==> src/rtl/sct_pkg.sv <==
package sct_pkg;

  // Effective NS attribute of an access: the normal world is always non-secure.
  function automatic logic eff_ns(input logic secure_world, input logic ns_in);
    return secure_world ? ns_in : 1'b1;
  endfunction

  // Enable that governs an access from the given world.
  function automatic logic world_en(input logic secure_world,
                                    input logic en_sec, input logic en_nrm);
    return secure_world ? en_sec : en_nrm;
  endfunction

  // Line match: valid, equal tag and equal NS attribute.
  function automatic logic line_match(input logic valid, input logic stored_ns,
                                      input logic req_ns, input logic tag_eq);
    return valid && tag_eq && (stored_ns == req_ns);
  endfunction

  // Whether an invalidate command clears a line with the given NS attribute.
  function automatic logic inv_hits(input logic inv_en, input logic by_ns,
                                    input logic sel_ns, input logic line_ns);
    return inv_en && (!by_ns || (line_ns == sel_ns));
  endfunction

endpackage

==> src/rtl/sct_tag_array.sv <==
module sct_tag_array #(
  parameter int SETS  = 16,
  parameter int IDX_W = 4,
  parameter int TAG_W = 24
) (
  input  logic             clk,
  input  logic             rst_n,
  input  logic             wr_en,
  input  logic [IDX_W-1:0] wr_idx,
  input  logic [TAG_W-1:0] wr_tag,
  input  logic             wr_ns,
  input  logic             inv_en,
  input  logic             inv_by_ns,
  input  logic             inv_ns,
  input  logic [IDX_W-1:0] rd_idx,
  output logic             rd_valid,
  output logic             rd_ns,
  output logic [TAG_W-1:0] rd_tag,
  output logic [SETS-1:0]  valid_vec
);

  logic [SETS-1:0]  valid_q;
  logic [SETS-1:0]  ns_q;
  logic [TAG_W-1:0] tag_q [SETS];

  always_ff @(posedge clk) begin
    if (!rst_n) begin
      valid_q <= '0;
      ns_q    <= '0;
      for (int s = 0; s < SETS; s++) tag_q[s] <= '0;
    end else begin
      for (int s = 0; s < SETS; s++) begin
        if (wr_en && (wr_idx == IDX_W'(s))) begin
          valid_q[s] <= 1'b1;
          ns_q[s]    <= wr_ns;
          tag_q[s]   <= wr_tag;
        end else if (sct_pkg::inv_hits(inv_en, inv_by_ns, inv_ns, ns_q[s])) begin
          valid_q[s] <= 1'b0;
        end
      end
    end
  end

  assign rd_valid  = valid_q[rd_idx];
  assign rd_ns     = ns_q[rd_idx];
  assign rd_tag    = tag_q[rd_idx];
  assign valid_vec = valid_q;

endmodule

==> src/rtl/sct_compare.sv <==
module sct_compare #(
  parameter int TAG_W = 24
) (
  input  logic             req_en,
  input  logic             req_ns,
  input  logic [TAG_W-1:0] req_tag,
  input  logic             line_valid,
  input  logic             line_ns,
  input  logic [TAG_W-1:0] line_tag,
  output logic             hit
);

  logic tag_eq;
  assign tag_eq = (req_tag == line_tag);
  assign hit    = req_en && sct_pkg::line_match(line_valid, line_ns, req_ns, tag_eq);

endmodule

==> src/rtl/sec_tag_cache.sv <==
module sec_tag_cache #(
  parameter int ADDR_W   = 32,
  parameter int OFFSET_W = 4,
  parameter int SETS     = 16,
  localparam int IDX_W   = $clog2(SETS),
  localparam int TAG_W   = ADDR_W - IDX_W - OFFSET_W
) (
  input  logic              clk,
  input  logic              rst_n,
  input  logic              en_secure,
  input  logic              en_normal,
  input  logic              lk_valid,
  input  logic              lk_secure_world,
  input  logic              lk_ns,
  input  logic [ADDR_W-1:0] lk_addr,
  input  logic              alloc_valid,
  input  logic              alloc_secure_world,
  input  logic              alloc_ns,
  input  logic [ADDR_W-1:0] alloc_addr,
  input  logic              inv_valid,
  input  logic              inv_by_ns,
  input  logic              inv_ns,
  output logic              res_valid,
  output logic              res_hit,
  output logic              res_miss,
  output logic [IDX_W-1:0]  res_index
);

  // Address fields
  logic [IDX_W-1:0] lk_idx, alloc_idx;
  logic [TAG_W-1:0] lk_tag, alloc_tag;
  assign lk_idx    = lk_addr[OFFSET_W +: IDX_W];
  assign lk_tag    = lk_addr[ADDR_W-1 -: TAG_W];
  assign alloc_idx = alloc_addr[OFFSET_W +: IDX_W];
  assign alloc_tag = alloc_addr[ADDR_W-1 -: TAG_W];

  logic unused_offsets;
  assign unused_offsets = ^{lk_addr[OFFSET_W-1:0], alloc_addr[OFFSET_W-1:0]};

  // Named internal events
  logic lk_eff_ns, lk_enabled, alloc_eff_ns, alloc_enabled, alloc_fire, hit_now;
  assign lk_eff_ns     = sct_pkg::eff_ns(lk_secure_world, lk_ns);
  assign lk_enabled    = sct_pkg::world_en(lk_secure_world, en_secure, en_normal);
  assign alloc_eff_ns  = sct_pkg::eff_ns(alloc_secure_world, alloc_ns);
  assign alloc_enabled = sct_pkg::world_en(alloc_secure_world, en_secure, en_normal);
  assign alloc_fire    = alloc_valid && alloc_enabled;

  logic             rd_valid, rd_ns;
  logic [TAG_W-1:0] rd_tag;
  logic [SETS-1:0]  valid_vec;

  sct_tag_array #(.SETS(SETS), .IDX_W(IDX_W), .TAG_W(TAG_W)) u_array (
    .clk       (clk),
    .rst_n     (rst_n),
    .wr_en     (alloc_fire),
    .wr_idx    (alloc_idx),
    .wr_tag    (alloc_tag),
    .wr_ns     (alloc_eff_ns),
    .inv_en    (inv_valid),
    .inv_by_ns (inv_by_ns),
    .inv_ns    (inv_ns),
    .rd_idx    (lk_idx),
    .rd_valid  (rd_valid),
    .rd_ns     (rd_ns),
    .rd_tag    (rd_tag),
    .valid_vec (valid_vec)
  );

  sct_compare #(.TAG_W(TAG_W)) u_cmp (
    .req_en     (lk_valid && lk_enabled),
    .req_ns     (lk_eff_ns),
    .req_tag    (lk_tag),
    .line_valid (rd_valid),
    .line_ns    (rd_ns),
    .line_tag   (rd_tag),
    .hit        (hit_now)
  );

  // Registered result stage
  logic             res_valid_q, res_hit_q;
  logic [IDX_W-1:0] res_idx_q;

  always_ff @(posedge clk) begin
    if (!rst_n) begin
      res_valid_q <= 1'b0;
      res_hit_q   <= 1'b0;
      res_idx_q   <= '0;
    end else begin
      res_valid_q <= lk_valid;
      res_hit_q   <= hit_now;
      res_idx_q   <= hit_now ? lk_idx : '0;
    end
  end

  assign res_valid = res_valid_q;
  assign res_hit   = res_hit_q;
  assign res_miss  = res_valid_q && !res_hit_q;
  assign res_index = res_idx_q;

endmodule

==> config.mk <==
export PLATFORM = sky130hd
export DESIGN_NAME = sec_tag_cache
export DESIGN_NICKNAME = d
export VERILOG_FILES = /design/src/rtl/sct_pkg.sv /design/src/rtl/sct_tag_array.sv /design/src/rtl/sct_compare.sv /design/src/rtl/sec_tag_cache.sv
export SDC_FILE = /design/constraint.sdc
export NUM_CORES = 1
export LEC_CHECK = 0
export BUFFER_PORTS_ARGS = -buffer_cell sky130_fd_sc_hd__buf_2
export CAP_MARGIN = 40
export CORE_MARGIN = 8
export CORE_UTILIZATION = 25
export CTS_CLUSTER_DIAMETER = 150
export DETAILED_ROUTE_END_ITERATION = 16
export GPL_TIMING_DRIVEN = 0
export SKIP_CTS_REPAIR_TIMING = 1
export SLEW_MARGIN = 20
export SYNTH_ARGS = -nofsm -noshare
export SYNTH_HDL_FRONTEND = slang
export SYNTH_SLANG_ARGS = --single-unit
==> constraint.sdc <==
create_clock -name clk -period 3.5 [get_ports clk]
set_input_delay 0.175 -clock clk [delete_from_list [all_inputs] [get_ports clk]]
set_output_delay 0.175 -clock clk [all_outputs]
set_load 0.005 [all_outputs]
==> flow_summary.toml <==
[power]
netSwitchingPower_w = 0.00281
internal-power_w = 0.00906
ir_worst_vdd_mv = 0.382
combPwrFrac_pct = 10.3
power.leakage_nw = 7.85
p_seq_share_pct = 49.7
cellPowerDensity_nw_per_um2 = 531
clockPowerShare_pct = 40.0
switching_share_pct = 23.7

[synth]
ys_seq_area_share_pct = 65.6
synth_top_area_share_pct = 61.6
yosys.cell_count.top_type = "edfxtp_1"
synth_area_leaders = "edfxtp_1, mux4_2, nor2_1"
yosys-top-cells-count = "edfxtp_1, nor2_1, nand2_1"
synth_enable_flop_cells = 384
synth_seq_cells = 422
syn_nets = 1425
ys.flop_type = "edfxtp_1"
synth_cell_types = 61
async_flop_share_pct = 0
synth_area_leader_cell = "edfxtp_1"
syn-cell-area_um2 = 18700
synth_cells = 1348
synth_area_per_cell_um2 = 13.9
ys_warn_count = 0

[setup_path]
crit_arrival_ns = 3.10
crit_slowest_cell = "clkbuf_1"
crit_path_end_kind = "register"
startpoint_type = "input pin"
r2r_start = "u_array.ns_q[14]$_SDFFE_PN0P_"
reg2regPathDepth = 7
crit_required_ns = 3.81
crit_family = "buffers and inverters"
worstSetupPathType = "input pin to register"
path_depth = 10
crit_chain = "buf_2 -> mux2i_1 -> nor2b_1 -> clkbuf_1 -> and3_1 -> clkbuf_1 -> nand2_1 -> clkbuf_1 -> nand2_2 -> buf_16"
r2r_slack_ns = 0.98
endpoint = "u_array.tag_q[3][3]$_SDFFCE_PN0P_"
max_stage_delay_ns = 0.72
cp.buffers_inverters = 5
cp_max_fo = 13
worst_path_most_repeated_cell = "clkbuf_1"
cp-startpoint = "alloc_secure_world"
r2r-end = "res_index[3]$_SDFF_PN0_"

[floorplanning]
fp.coreArea_um2 = 74300
die_width_um = 290
rows = 100
ios = 84
dieArea_um2 = 83900
start_util_pct = 25.2
dieHeight_um = 290

[timing]
hold_viol = 10
rsz0062_at_grt = "false"
finalSetupViolCount = 0
relSlewSlack_pct = 38.5
period_share_pct = 79.9
worstMarginPinSlew_ns = 0.923
min_period_ns = 2.80
final_max_slew_viol_count = 0
hold_ws_ns = -0.0220
skew_ns = 0.00894
fmaxAchievable_mhz = 358

[placement]
placed_area_um2 = 20800
io_buffers = 66
gp_congestion = 0.872
place_inst = 2407
dp_hpwl_um = 44800

[grt]
grt_pass1_wl_um = 89200
grt-ovfl-total = 0
antenna_found_initial = 7
grt_max_degree = 20
track_usage_pct = 14.9
grt_pass1_vias = 12400

[clock_tree]
cts_max_level = 2
cts.path.max_buffers = 3
cts_tree = "yes"
clk_latency_ns = 0.56
clock_sinks = 422
numCtsBuffers = 45
cts_root_buf = "clkbuf_16"
clkTransAtPathRegs_ns = 0.06

[layout]
fill_cells = 7477
regArea_um2 = 12300
multiInputGateArea_um2 = 5810
final_area_um2 = 22400
finish.utilization_pct = 30.1
drive_gt1_share_pct = 20.4
nets = 1572
stdcell_count = 2495
area.growth.synth_to_final_pct = 19.3

[outcome]
violations = "negative hold slack"
status = "finished, violations left"

[detailed_routing]
avgViaCountPerCell = 4.97
wl_per_cell_um = 25.5
routed_wl_um = 63600
drcViolationCount = 0
vias = 12400
drt_pass1_iterations = 6
final_antenna_net_count = 0
drt-initial-drc-count = 1516

[job]
maxCapViolations = 0

[worst_hold_path]
min_path_type = "input pin to register"
## layer usage
layer | GRT usage (%) | vias to the layer above | wire length, um
li1 | - | 5231 | -
met1 | 18.6 | 6295 | 24600
met2 | 24.3 | 742 | 29800
met3 | 4.10 | 126 | 6550
met4 | 6.31 | 6 | 2620
met5 | 0 | - | 46
## registers in the layout (all words and copies together) (netlist names)
register	count
u_array.valid_vec	16
res_valid	1
res_index	4
u_array.tag_q	384
u_array.ns_q	16
res_hit	1
## worst min-delay path by stage
| stage | start | endpoint | cells after the start |
|---|---|---|---|
| after floorplan | lk_valid | res_valid$_SDFF_PN0_ | 1 |
| after global placement | u_array.valid_vec[2]$_SDFFE_PN0P_ | u_array.valid_vec[2]$_SDFFE_PN0P_ | 2 |
| after detailed placement | u_array.valid_vec[3]$_SDFFE_PN0P_ | u_array.valid_vec[3]$_SDFFE_PN0P_ | 2 |
| after CTS | alloc_addr[11] | u_array.tag_q[9][3]$_SDFFCE_PN0P_ | 3 |
| after global routing | alloc_addr[14] | u_array.tag_q[9][6]$_SDFFCE_PN0P_ | 3 |
| final | alloc_addr[27] | u_array.tag_q[9][19]$_SDFFCE_PN0P_ | 3 |
## layout make-up
| cell class | count | area share, % |
|---|---|---|
| Sequential cell | 422 | 55.0 |
| Multi-Input combinational cell | 788 | 26.0 |
| Tap cell | 969 | 5.42 |
| Clock buffer | 51 | 5.14 |
| Timing Repair Buffer | 100 | 4.16 |
| Buffer | 102 | 2.44 |
| Clock inverter | 24 | 1.23 |
| Inverter | 36 | 0.605 |
| Antenna cell | 3 | 0.0336 |
## cells in the final DEF (no fill, tap or decap), types with 18 or more instances in the layout
cell / Yosys / final
edfxtp_1: 384 / 384
nor2_1: 259 / 259
nand2_1: 125 / 110
buf_2: 17 / 84
mux4_2: 70 / 70
mux2i_1: 67 / 67
clkbuf_1: 60 / 64
clkbuf_16: 0 / 45
dfxtp_1: 38 / 38
inv_1: 35 / 35
xor2_1: 26 / 26
xnor2_1: 20 / 20
nor2b_1: 19 / 19
o21ai_0: 19 / 18
mux2_2: 18 / 18
o22ai_1: 18 / 18
## worst min-delay path, stage by stage
cell and delay [ns]:
buf_2 0.09, nand2_1 0.06, nor2_1 0.10
## cell families (layout without fill, tap and decap cells)
kind of cell    Yosys count  in the layout  share of synthesized area [%]
compound gates          124            124                           4.78
xor+xnor                 46             46                           2.15
buf+inv                 138            313                           3.62
flops                   422            422                           65.6
mux                     158            158                           13.5
other cells               0              3                              0
simple gates            460            460                           10.3
## power by group through the flow
stage,combinational [W],sequential (W),clock (W)
6_report,0.00122,0.00590,0.00475
4_1_cts,0.00120,0.00590,0.00478
5_1_grt,0.00128,0.00592,0.00498
3_3_place_gp,0.00112,0.00600,0
2_1_floorplan,0.000689,0.00597,0
3_5_place_dp,0.00120,0.00600,0
## per-stage QoR
step           setup TNS [ns]  hold slack, ns  total power (W)  setup WS [ns]
2_1_floorplan               0           0.324          0.00666          0.602
3_3_place_gp          -203.59           0.453          0.00711          -2.81
3_5_place_dp                0           0.459          0.00721         0.0712
4_1_cts                     0         -0.0359           0.0119          0.674
5_1_grt                     0        0.000336           0.0122          0.580
6_report                    0         -0.0220           0.0119          0.703
Note: power is estimated with default switching activity, not from simulation.
